$ cat src/rtl/tt_pkg.sv
package tt_pkg;
  localparam int unsigned TT_CNT_W   = 8;
  localparam int unsigned TT_SEL_W   = 3;
  localparam int unsigned TT_STALL   = 2;
  localparam int unsigned TT_RST_STG = 2;
endpackage

$ cat src/rtl/tt_rst_sync.sv
module tt_rst_sync #(
  parameter int unsigned STAGES = 2
) (
  input  logic clk,
  input  logic rst_ni,
  output logic rst_no
);
  logic [STAGES-1:0] sync_q;
  logic [STAGES-1:0] sync_d;

  always_comb begin
    sync_d = {sync_q[STAGES-2:0], 1'b1};
  end

  always_ff @(posedge clk or negedge rst_ni) begin
    if (!rst_ni) sync_q <= '0;
    else         sync_q <= sync_d;
  end

  assign rst_no = sync_q[STAGES-1];
endmodule

$ cat src/rtl/tt_stall.sv
module tt_stall #(
  parameter int unsigned STALL = 2
) (
  input  logic clk,
  input  logic rst_n,
  input  logic load,
  output logic run
);
  localparam int unsigned SW = $clog2(STALL + 1);

  logic [SW-1:0] left_q;
  logic [SW-1:0] left_d;
  logic          left_en;

  always_comb begin
    left_en = load | (left_q != '0);
    left_d  = left_q;
    if (load)               left_d = SW'(STALL);
    else if (left_q != '0)  left_d = left_q - SW'(1);
  end

  always_ff @(posedge clk or negedge rst_n) begin
    if (!rst_n)       left_q <= '0;
    else if (left_en) left_q <= left_d;
  end

  assign run = (left_q == '0) & ~load;

  AST_STALL_RESTART: assert property (@(posedge clk) disable iff (!rst_n)
    load |=> (left_q == SW'(STALL)));
  AST_STALL_QUIET: assert property (@(posedge clk) disable iff (!rst_n)
    load |=> !run);
endmodule

$ cat src/rtl/tt_divider.sv
module tt_divider #(
  parameter int unsigned SEL_W = 3
) (
  input  logic             clk,
  input  logic             rst_n,
  input  logic             clr,
  input  logic             run,
  input  logic             use_div,
  input  logic [SEL_W-1:0] sel,
  output logic             tick
);
  localparam int unsigned PW = 1 << SEL_W;

  logic [PW-1:0] ph_q;
  logic [PW-1:0] ph_d;
  logic          ph_en;
  logic [PW:0]   span;
  logic [PW-1:0] mask;

  always_comb begin
    span  = ((PW+1)'(2) << sel) - (PW+1)'(1);
    mask  = span[PW-1:0];
    tick  = run & (~use_div | ((ph_q & mask) == mask));
    ph_en = clr | (run & use_div);
    ph_d  = clr ? '0 : ph_q + PW'(1);
  end

  always_ff @(posedge clk or negedge rst_n) begin
    if (!rst_n)     ph_q <= '0;
    else if (ph_en) ph_q <= ph_d;
  end

  AST_PHASE_CLEARED: assert property (@(posedge clk) disable iff (!rst_n)
    clr |=> (ph_q == '0));
  AST_PHASE_FROZEN: assert property (@(posedge clk) disable iff (!rst_n)
    (!run && !clr) |=> $stable(ph_q));
endmodule

$ cat src/rtl/tt_counter.sv
module tt_counter #(
  parameter int unsigned W = 8
) (
  input  logic         clk,
  input  logic         rst_n,
  input  logic         load,
  input  logic [W-1:0] load_val,
  input  logic         tick,
  input  logic         flag_clr,
  output logic [W-1:0] cnt,
  output logic         flag
);
  logic [W-1:0] cnt_q, cnt_d;
  logic         cnt_en;
  logic         flag_q, flag_d, flag_en;
  logic         wrap;

  always_comb begin
    wrap    = tick & ~load & (cnt_q == '1);
    cnt_en  = load | tick;
    cnt_d   = load ? load_val : cnt_q + W'(1);
    flag_en = wrap | flag_clr;
    flag_d  = wrap;
  end

  always_ff @(posedge clk or negedge rst_n) begin
    if (!rst_n)      cnt_q <= '0;
    else if (cnt_en) cnt_q <= cnt_d;
  end

  always_ff @(posedge clk or negedge rst_n) begin
    if (!rst_n)       flag_q <= 1'b0;
    else if (flag_en) flag_q <= flag_d;
  end

  assign cnt  = cnt_q;
  assign flag = flag_q;

  AST_LOAD_VALUE: assert property (@(posedge clk) disable iff (!rst_n)
    load |=> (cnt_q == $past(load_val)));
  AST_SINGLE_STEP: assert property (@(posedge clk) disable iff (!rst_n)
    !load |=> (cnt_q == $past(cnt_q) || cnt_q == $past(cnt_q) + W'(1)));
  AST_FLAG_AT_WRAP: assert property (@(posedge clk) disable iff (!rst_n)
    $rose(flag_q) |-> (cnt_q == '0 && $past(cnt_q) == '1));
  AST_FLAG_STICKY: assert property (@(posedge clk) disable iff (!rst_n)
    (flag_q && !flag_clr) |=> flag_q);
endmodule

$ cat src/rtl/tick_timer8.sv
module tick_timer8
  import tt_pkg::*;
#(
  parameter int unsigned CNT_W   = TT_CNT_W,
  parameter int unsigned SEL_W   = TT_SEL_W,
  parameter int unsigned STALL   = TT_STALL,
  parameter int unsigned RST_STG = TT_RST_STG
) (
  input  logic             clk,
  input  logic             rst_n,
  input  logic             wr_en,
  input  logic [CNT_W-1:0] wr_data,
  input  logic             div_en,
  input  logic [SEL_W-1:0] div_sel,
  input  logic             flag_clr,
  output logic [CNT_W-1:0] count,
  output logic             ovf
);
  logic rst_s;
  logic run;
  logic tick;

  tt_rst_sync #(.STAGES(RST_STG)) u_rst (
    .clk    (clk),
    .rst_ni (rst_n),
    .rst_no (rst_s)
  );

  tt_stall #(.STALL(STALL)) u_stall (
    .clk   (clk),
    .rst_n (rst_s),
    .load  (wr_en),
    .run   (run)
  );

  tt_divider #(.SEL_W(SEL_W)) u_div (
    .clk     (clk),
    .rst_n   (rst_s),
    .clr     (wr_en),
    .run     (run),
    .use_div (div_en),
    .sel     (div_sel),
    .tick    (tick)
  );

  tt_counter #(.W(CNT_W)) u_cnt (
    .clk      (clk),
    .rst_n    (rst_s),
    .load     (wr_en),
    .load_val (wr_data),
    .tick     (tick),
    .flag_clr (flag_clr),
    .cnt      (count),
    .flag     (ovf)
  );

  AST_LOAD_BEATS_WRAP: assert property (@(posedge clk) disable iff (!rst_s)
    (wr_en && count == '1) |=> !$rose(ovf));
  AST_RESET_CLEAR: assert property (@(posedge clk)
    !rst_s |-> (count == '0 && !ovf));
endmodule

$ cat config.mk
export PLATFORM = sky130hd
export DESIGN_NAME = tick_timer8
export DESIGN_NICKNAME = d
export VERILOG_FILES = /design/src/rtl/tt_pkg.sv /design/src/rtl/tt_rst_sync.sv /design/src/rtl/tt_stall.sv /design/src/rtl/tt_divider.sv /design/src/rtl/tt_counter.sv /design/src/rtl/tick_timer8.sv
export SDC_FILE = /design/constraint.sdc
export NUM_CORES = 1
export LEC_CHECK = 0
export ABC_CLOCK_PERIOD_IN_PS = 1900
export BUFFER_PORTS_ARGS = -buffer_cell sky130_fd_sc_hd__buf_4
export CORE_MARGIN = 4
export CORE_UTILIZATION = 25
export CTS_CLUSTER_DIAMETER = 120
export DETAILED_ROUTE_END_ITERATION = 16
export GPL_TIMING_DRIVEN = 0
export PLACE_DENSITY_LB_ADDON = 0.1
export SYNTH_ARGS = -nofsm -noshare
export SYNTH_HDL_FRONTEND = slang
export SYNTH_SLANG_ARGS = --single-unit
$ cat constraint.sdc
create_clock -name clk -period 1.9 [get_ports clk]
set_clock_uncertainty 0.05 [all_clocks]
set_input_delay 0.38 -clock clk [delete_from_list [all_inputs] [get_ports clk]]
set_output_delay 0.38 -clock clk [all_outputs]
set_load 0.03 [all_outputs]
* After elaboration in Yosys (flattened, before gate mapping) *
Index checks and enable logic that the tools add are counted.

operators by class
  equality and inequality tests = 2
  reductions and logical operators = 4
  shifts and indexed selects = 1
  bitwise gates (word level) = 13
  divide/modulo/power cells = 0
  $add $sub $neg = 4
  muxes and demuxes = 4
  multipliers = 0
  magnitude comparators = 0

operators with widths
  kind                                               number
  adder 8 x 1 -> 8 bit (second input constant)       2
  two-way mux 8 bit                                  2
  AND 8 bit                                          1
  == test 8 bit                                      1
  == test 8 bit (second input constant)              1
  left shift 2 x 3 -> 8 bit (first input constant)   1
  subtractor 8 x 2 -> 8 bit (second input constant)  1
  AND 1 bit                                          5
  OR 1 bit                                           5
  two-way mux 2 bit                                  2
  nonzero test 2 bit                                 2
  logical NOT 2 bit                                  1
  inverter 1 bit                                     2
  AND reduction 2 bit                                1
  subtractor 2 x 1 -> 2 bit (second input constant)  1

word-level totals
  word-level logic and storage cells = 33
  memories = 0
  memory bits (writable) = 0
  register bits = 21
  memory bits (read-only) = 0
  bits in latches = 0
  input port bits = 16
  output and inout port bits = 9

* Depth between registers and ports, before layout *
Gate-level depths: netlist (run 1).

  word-level depth = 9
  depth in mapped cells = 11
  depth with buffers taken out = 9

* Cells and area by module *
From an unflattened synthesis (run 1), not the netlist that was laid out.

second synthesis, totals
  cell total of the unflattened synthesis = 132
  area, all modules = 1191.1 sq um

by module, submodules not included
  module       times used  area an instance (sq um)  cells each  seq. area each (sq um)
  tt_divider   1           541.8                     64          200.2
  tt_counter   1           485.5                     54          225.2
  tt_stall     1           110.1                     11          50.0
  tt_rst_sync  1           53.8                      3           50.0

* Worst setup path before layout (run 1) *
OpenSTA, ideal clock, no wires.

  kind = input port to flip-flop
  start = input div_sel[1]
  end = register u_cnt.cnt_q[4] (netlist: u_cnt.cnt[4])
  required time = 1.730 ns
  data arrival time = 2.306 ns
  setup time = 0.120 ns
  path buffers = 2
  slack = -0.575 ns
  stages = 10
  path through = buf_6 > or3_4 > ha_1 > and2b_2 > o311ai_4 > a221oi_2 > o22a_4 > buf_6 > nand4_1 > a31o_1

on the way
  longest elaborated chain between the ends = 7

ends and longest elaborated chain
  element                        RTL line           RTL
  start: declaration             tick_timer8.sv:14  input logic [SEL_W-1:0] div_sel,
  left shift 2 x 3 -> 8 bit (*)  tt_divider.sv:21   span = ((PW+1)'(2) << sel) - (PW+1)'(1);
  subtractor 8 x 2 -> 8 bit (*)  tt_divider.sv:21
  AND 8 bit                      tt_divider.sv:23   tick = run & (~use_div | ((ph_q & mask) == mask));
  == test 8 bit (*)              tt_divider.sv:23
  OR 1 bit (*)                   tt_divider.sv:23
  AND 1 bit (*)                  tt_divider.sv:23
  OR 1 bit (*)                   tt_counter.sv:20   cnt_en = load | tick;
  end signal: assignment         tt_counter.sv:28   else if (cnt_en) cnt_q <= cnt_d;
  end: declaration               tt_counter.sv:13   logic [W-1:0] cnt_q, cnt_d;

Every way passes the cells marked *; elsewhere a longest branch is shown, timed or not.
A chain may end at the register's enable or synchronous reset.

* Worst setup path after layout (run 1) *
Same ends and word-level chain as after synthesis.

==> results.md, run 1 <==
- The core region area is 4850 sq um.
- The placed instance count is 224.
- In this run the static leakage power is 0.000773 uW.
- For this configuration, the core starts out at a cell density of 26.5%.
- Setup violations remaining at the end of the flow were counted as 9.
- TritonCTS built the clock tree.
- The cell class contributing the biggest share of worst-path delay is compound AO/OA/AOI/OAI gates.
- In this run the register-to-register setup slack is -0.33 ns.
- When the netlist entered floorplanning its net count stood at 154.
- The final reports fail on negative setup slack.
- From synthesis to final layout, the design area changed by 38.6%.
- The Yosys step of the flow raised 0 warnings.
- In this run the worst hold path is classified as primary input to register.
- The worst setup path is captured at a register.
- Dividing the detail-routed wire length by the instance count gives 13.1 um.
- Counting instances, the worst hold path has a depth of 2.
- The count of nets left with antenna violations once routing finished came out at 0.
- The via count of the first global-routing pass is 1175.
- STA puts the critical path data required time at 2.00 ns.
- The clock sink total is 21.
- Setup repair after global routing could not meet its margin everywhere.
- The clock latency of the later-clocked register in the worst-skew pair is 0.26 ns.
- The peak supply drop is 258 uV.
- Sequential cells burn 42.3% of the power.
- Clock-pin slew was measured on the worst setup and hold paths at 0.08 ns.
- The switching part of the total power is 32.3%.
- The number of buffers on the longest clock path is 2.
- The total wire length is 3.14 mm.
- Power comes to 1300 uW.
- The relative max-transition margin is 44.9%.
- The startpoint identified for the worst hold timing path is flag_clr.
- The cell at the slowest stage of the critical path is sky130_fd_sc_hd__or3_4.
- The pre-CTS setup slack is -0.710 ns.
- The end point of the most critical hold path is u_cnt.flag.
- The worst-margin pin slew is 0.826 ns.
- Entering global routing, the biggest net connects 20 pins.
- The number of ports placed on the die boundary is 25.
- The least setup slack across all paths after layout is -0.338 ns.
- The time the final worst path needs with I/O delays and setup is 2.24 ns.
- For this run, design rule violations remaining after detail routing come to 0.
- The number of pins with negative max-slew slack in the final report is 0.
- Of all nets on the critical path, the largest fanout is 7.
- The origin of the worst setup path is div_sel[1].
- The maximum clock frequency is 447 MHz.
- The critical path's largest stage delay is 0.39 ns.
- The number of unique standard cell types used by synthesis is 43.
- The critical path goes through buf_8 > or3_4 > ha_4 > and2b_2 > o311ai_4 > a221oi_2 > o22a_4 > buf_8 > nand4_1 > a31o_1.
- The die covers 6350 sq um.
- The final cell count without fillers is 240.
- The die width is 79.7 um.
- The total overflow left after global routing is 0.
- The fraction of layout cells with a size suffix above 1 is 35.8%.
- The most used flip-flop cell after synthesis is sky130_fd_sc_hd__dfrtp_1.
- The CTS root buffer is sky130_fd_sc_hd__clkbuf_8.
- Max-cap violations in this run came to 0.
- The initialized floorplan defines 25 standard-cell rows.
- Input and output buffers added on the ports amount to 23.
- The synthesized netlist occupies a cell area of 1280 sq um.
- Combinational cells account for 34.7% of the total power.
- The share of synthesized area occupied by flip-flops and latches is 40.9%.
- The count of TritonRoute iterations in the first routing pass is 4.
- The synthesized flop and latch total is 21.
- The library cells used most frequently in the layout, excluding fill and tap cells, are sky130_fd_sc_hd__buf_4 (27), sky130_fd_sc_hd__dfrtp_1 (21), sky130_fd_sc_hd__nor2_1 (15).
- The sum of negative setup slack is -2.53 ns.
- The total via count in the routed design is 1122.
- The routability congestion estimate is 0.736.
- The final number of hold-violating endpoints came to 0.
- Of all flip-flops after synthesis, the portion carrying an async set or reset was 100%.
- After the last flow step, the layout net total stands at 194.
- The number of antenna violations at the first check in global routing came to 0.
- The cell repeated most along the worst path is sky130_fd_sc_hd__buf_8.
- From bottom edge to top edge, the die measures 79.7 um.
- The startpoint identified for the worst register-to-register timing path is u_stall.left_q[0].
- The number of H-tree branching levels is 1.
- STA classifies the critical path startpoint as a primary input.
- The most common cell after layout, fill and taps aside is sky130_fd_sc_hd__buf_4.
- The capturing point of the worst reg2reg path is u_cnt.cnt[0].
- The power dissipated by switching net loads is 418 uW.
- STA puts the critical path data arrival time at 2.34 ns.
- The internal power consumption is 878 uW.
- The worst reg2reg path depth is 10.
- The run finished, with violations left.
- The power share of the clock group is 23.0%.
- The mean instance size in the synthesized netlist is 9.58 sq um.
- The wire length of the first global-routing pass is 5.42 mm.
- Together, buffers and inverters on the worst path number 2.
- 0 antenna diodes ended up in the layout.
- The number of DRC violations after detailed-routing iteration 0 is 51.
- The fraction of the core area covered by cells at the end of the flow is 36.7%.
- Dividing the detail-routed via count by the number of cells gives 4.68.
- Global routing used 10.7% of the available tracks across all layers.
- The number of enable-type register cells in the synthesized netlist is 0.
- The critical path in this run is classified as primary input to register.
- Power spread over the standard cell area amounts to 729 nW/um^2.
- The gate count after technology mapping is 134.
- The total CTS buffers is 3.
- In the finished design, the share of the clock period the worst path needs comes to 118%.
- Detailed placement ended at an HPWL of 2.22 mm.
-- timing repair --
| action | in CTS | in global routing |
|---|---|---|
| hold buffers | 1 | 0 |
| setup buffers | 7 | 3 |
| pin swaps | 14 | 8 |
| endpoints found under the hold margin | 2 | 0 |
| gates resized for setup | 15 | 4 |
| gates cloned | 1 | 0 |
| endpoints found under the setup margin | 9 | 10 |
-- cells by family (layout without fill, tap and decap cells) --
kind of cell,count (synthesis),in the layout,synth area share (%)
other,1,1,0.292
adder cells (fa/ha/maj),4,4,3.90
AND/OR/NAND/NOR,61,61,25.3
XOR/XNOR,9,9,6.14
buffers and inverters,12,51,5.85
AO/OA/AOI/OAI,26,26,17.5
flip-flops,21,21,40.9
-- synthesized netlist by cell type, types with 2 or more instances --
| library cell | number | area (sq um) |
|---|---|---|
| sky130_fd_sc_hd__buf_6 | 4 | 45.0 |
| sky130_fd_sc_hd__nand3_1 | 10 | 50.1 |
| sky130_fd_sc_hd__and2b_2 | 2 | 17.5 |
| sky130_fd_sc_hd__o21ai_0 | 4 | 20.0 |
| sky130_fd_sc_hd__nor3b_1 | 2 | 15.0 |
| sky130_fd_sc_hd__xor2_1 | 5 | 43.8 |
| sky130_fd_sc_hd__nor3_1 | 3 | 15.0 |
| sky130_fd_sc_hd__o2111ai_1 | 2 | 17.5 |
| sky130_fd_sc_hd__a21oi_1 | 4 | 20.0 |
| sky130_fd_sc_hd__a32o_1 | 2 | 20.0 |
| sky130_fd_sc_hd__xnor2_1 | 4 | 35.0 |
| sky130_fd_sc_hd__nor2_1 | 15 | 56.3 |
| sky130_fd_sc_hd__nand2_1 | 13 | 48.8 |
| sky130_fd_sc_hd__and3_1 | 4 | 25.0 |
| sky130_fd_sc_hd__a31o_1 | 3 | 26.3 |
| sky130_fd_sc_hd__nor2b_1 | 2 | 12.5 |
| sky130_fd_sc_hd__dfrtp_1 | 21 | 526 |
| sky130_fd_sc_hd__ha_1 | 4 | 50.1 |
| sky130_fd_sc_hd__inv_1 | 6 | 22.5 |
-- worst max-delay path by stage --
stage | cells past startpoint | slack (ns) | end
after detailed placement | 10 | -0.71 | u_cnt.cnt[4]
after floorplan | 10 | -0.46 | u_cnt.cnt[4]
after CTS | 10 | -0.37 | u_cnt.cnt[5]
after global routing | 10 | -0.45 | u_cnt.cnt[4]
after global placement | 10 | -0.68 | u_cnt.cnt[4]
final | 10 | -0.34 | u_cnt.cnt[4]
-- power by group through the flow --
stage,Clock (uW),Sequential [uW],Combinational [uW]
finish,298,549,450
floorplan,0,584,212
detailed placement,0,560,353
global placement,0,556,348
CTS,312,551,411
global route,332,559,491
-- final cells by class --
cell class | count | area [sq um]
tap | 67 | 83.8
multi-input combinational | 101 | 734
sequential | 21 | 526
timing repair buffer | 35 | 308
inverter | 7 | 26.3
fill | 507 | 3070
buffer | 5 | 56.3
clock buffer | 4 | 45.0
-- flip-flops by register name, indices dropped and copies added (netlist names) --
name and count:
u_stall.left_q 2, u_cnt.flag 1, u_cnt.cnt 8, u_div.ph_q 8, u_rst.sync_q 2
-- per-stage QoR --
stage	hold WS (ns)	area [sq um]
floorplan	0.0344	1300
global placement	0.113	1560
detailed placement	0.114	1560
CTS	0.226	1750
finish	0.230	1780
global route	0.230	1780
-- routing by layer --
layer | up-vias | part of all wire [%] | track usage [%]
met5 | - | 0 | 0
met4 | 0 | 0.77 | 4.12
met2 | 24 | 51 | 19.5
li1 | 551 | - | -
met3 | 2 | 3.2 | 1.13
met1 | 545 | 45 | 12.8
-- worst register-to-register path, stage by stage (launching register included) --
cell and delay, ns:
sky130_fd_sc_hd__dfrtp_1 0.37, sky130_fd_sc_hd__inv_1 0.05, sky130_fd_sc_hd__ha_2 0.16, sky130_fd_sc_hd__buf_6 0.12
sky130_fd_sc_hd__and2b_2 0.20, sky130_fd_sc_hd__or3b_1 0.38, sky130_fd_sc_hd__o22a_4 0.32, sky130_fd_sc_hd__buf_8 0.16
sky130_fd_sc_hd__buf_6 0.11, sky130_fd_sc_hd__xnor2_2 0.12, sky130_fd_sc_hd__o21ai_1 0.11
Power figures use the tool's default switching activity.
==> run 2, diff against run 1 <==
BUFFER_PORTS_ARGS = -buffer_cell sky130_fd_sc_hd__buf_2   (was -buffer_cell sky130_fd_sc_hd__buf_4)
CORE_MARGIN = default   (was 4)
==> run 2 against run 1 <==
Sequential power barely moved. Largest cell class unchanged. Count of clock-buffer cells in the layout did not move. The flow still finishes with violations (negative setup slack). Critical endpoint unchanged. Fmax fell by 3.0%.
==> results.md, run 2 (synthesis results as in run 1) <==
- The origin of the worst setup path is div_sel[1].
- The setup violation total in the final timing report is 9 (unchanged).
- The final number of hold-violating endpoints is 0 (unchanged).
- The reported leakage power is 0.000765 uW (-1.1%).
- The peak supply drop is 281 uV (+9.2%).
- The total DRC errors in the routed layout came to 0 (unchanged).
- The CTS root buffer is sky130_fd_sc_hd__clkbuf_8.
- The maximum clock frequency is 433 MHz (-3.0%).
- The die height is 73.7 um (-7.5%).
- The fraction of layout cells with a size suffix above 1 was 34.7% (-1.2 points).
- In the layout the commonest cells are sky130_fd_sc_hd__buf_2 (21), sky130_fd_sc_hd__dfrtp_1 (21), sky130_fd_sc_hd__nor2_1 (15).
- The number of filler instances in the final layout came to 519 (+2.4%).
- The die width is 73.7 um (-7.5%).
- The worst reg2reg path depth is 9 (-1).
- The antenna diode count is 0 (unchanged).
- The wire length of the first global-routing pass is 5.33 mm (-1.7%).
- The pin count of the biggest net entering global routing was 20 (unchanged).
- The number of antenna violations at the first check in global routing came to 0 (unchanged).
- TritonCTS built the clock tree.
- The total CTS buffers is 3 (unchanged).
- The startpoint of the worst-slack reg-to-reg timing path is u_stall.left_q[0].
- The endpoint required time on the critical path is 2.01 ns (about the same).
- STA classifies the critical path endpoint as a register.
- The count of TritonRoute iterations in the first routing pass is 4 (unchanged).
- The relative max-transition margin is 45.4% (+0.51 points).
- The total power divided by cell area is 729 nW/um^2 (+0.13%).
- The cell at the slowest stage of the critical path is sky130_fd_sc_hd__or3_4.
- The total area of sequential cells is 526 sq um (unchanged).
- The endpoint arrival time on the critical path is 2.41 ns (+0.07 ns).
- The total wire length is 3.14 mm (about the same).
- The number of H-tree branching levels is 1 (unchanged).
- The run finished, with violations left.
- The routability congestion estimate came to 0.744 (+1.1%).
- The checks that failed: negative setup slack.
- The total routing resource utilization after global routing is 12.7% (+2.0 points).
- Walking the worst path, the cells encountered are buf_8 > or3_4 > ha_4 > and2b_2 > o311ai_4 > a221oi_2 > o22a_4 > buf_6 > a32o_1 > a31o_1.
- The count of max-cap constraint violations is 0 (unchanged).
- The post-detailed-placement cell area is 1500 sq um (-3.7%).
- The least setup slack across all paths after layout is -0.408 ns (-0.0700 ns).
- The number of ports placed on the die boundary was 25 (unchanged).
- The final clock period utilization by the worst path was 121% (+3.7 points).
- The die outline area was 5430 sq um (-14%).
- The multi-input logic area is 743 sq um (+1.2%).
- In this run the worst setup path terminates at u_cnt.cnt[4].
- The class of the tightest hold or removal check is primary input to register.
- The worst-margin pin slew was 0.818 ns (-0.00764 ns).
- The detailed-placement wirelength estimate is 2.15 mm (-3.3%).
- The clock sink total is 21 (unchanged).
- The critical path's largest stage delay is 0.39 ns (about the same).
- The time the final worst path needs with I/O delays and setup is 2.31 ns (+0.0700 ns).
- The capturing point of the worst reg2reg path is u_cnt.cnt[4].
- The minimum hold slack is 0.237 ns (+0.00723 ns).
- The area growth from synthesis to layout is 33.3%.
- The routed via count divided by cell count was 4.68 (about the same).
- The overall power of the completed layout is 1250 uW (-3.7%).
- The layout net count was 194 (unchanged).
- The total grt overflow is 0 (unchanged).
- The number of DRC violations after detailed-routing iteration 0 came to 53 (+3.9%).
- The number of antenna-violating nets in the routed design is 0 (unchanged).
- The pre-CTS setup slack is -0.706 ns (+0.00406 ns).
- The placed instance count was 224 (unchanged).
- The number of buffers on the longest clock path came to 2 (unchanged).
- The core region area came to 4820 sq um (-0.65%).
- The startpoint class of the critical path is a primary input.
- The clock slew at the register clock pins of the worst setup and hold paths came to 0.08 ns (about the same).
- The final cell count without fillers is 240 (unchanged).
- The quantity of I/O buffers inserted on ports is 23 (unchanged).
- The clock latency of the later-clocked register in the worst-skew pair is 0.26 ns (about the same).
- The routed length per placed instance was 13.1 um (about the same).
- The final standard cell area without fillers is 1710 sq um (-3.8%).
- The effective utilization at floorplan is 26.6% (+0.17 points).
- The register-to-register path setup slack came to -0.38 ns (-0.05 ns).
- The row count was 25 (unchanged).
- Setup repair after global routing could not meet its margin everywhere.
- The via count of the first global-routing pass was 1119 (-4.8%).
- The type of the worst setup path is primary input to register.
- The highest fanout seen on the critical path is 7 (unchanged).
- The number of pins with negative max-slew slack in the final report is 0 (unchanged).
- The total via count in the routed design is 1123 (+0.089%).
[run 2: cell counts in the layout (fill, tap and decap cells not counted)]
Identical to the previous run, type by type.
[run 2: what timing repair did]
item	4_1_cts	5_1_grt
gates resized for setup	12	7
hold buffers	1	0
setup endpoints to repair	9	10
endpoints found under the hold margin	2	0
setup buffers	10	1
pin swaps	8	2
[run 2: layer usage]
metal / GRT usage [%] / share of wire, % / vias up
met5: 0 / 0 / -
met4: 4.49 / 1.3 / 0
met3: 1.92 / 3.2 / 5
met2: 22.7 / 50 / 23
met1: 15.5 / 46 / 540
li1: - / - / 555
[run 2: worst min path at each step]
stage / start / to / slack, ns / cells past startpoint
CTS: flag_clr / u_cnt.flag / 0.23 / 2
detailed placement: rst_n / u_rst.sync_q[0] / 0.12 / 1
finish: flag_clr / u_cnt.flag / 0.24 / 2
floorplan: rst_n / u_rst.sync_q[0] / 0.03 / 0
global route: flag_clr / u_cnt.flag / 0.24 / 2
global placement: rst_n / u_rst.sync_q[0] / 0.12 / 1
[run 2: power by group]
group	total, uW	switching [uW]	internal (uW)
clock network	298	148	149
registers	548	54.1	493
logic	403	213	190
total	1250	416	833
[run 2: metrics by stage]
step / util, % / setup TNS [ns]
4_1_cts: 34.6 / -3.26
5_1_grt: 35.5 / -3.79
6_report: 35.5 / -3.21
3_3_place_gp: 31.1 / -5.62
2_1_floorplan: - / -3.45
3_5_place_dp: 31.1 / -5.72
[run 2: cell type report]
type	count	area share (%)
plain buffers	5	3.07
clock buffers	4	2.63
inverters	7	1.54
multi-input cells	101	43.4
flip-flops and latches	21	30.7
well taps	67	4.90
repair buffers	35	13.7
[run 2: critical path, delay by kind of cell]
family                   cells  cell delay, ns
AO/OA/AOI/OAI                5            1.00
adder cells (fa/ha/maj)      1            0.19
buffers and inverters        2            0.23
AND/OR/NAND/NOR              2            0.61
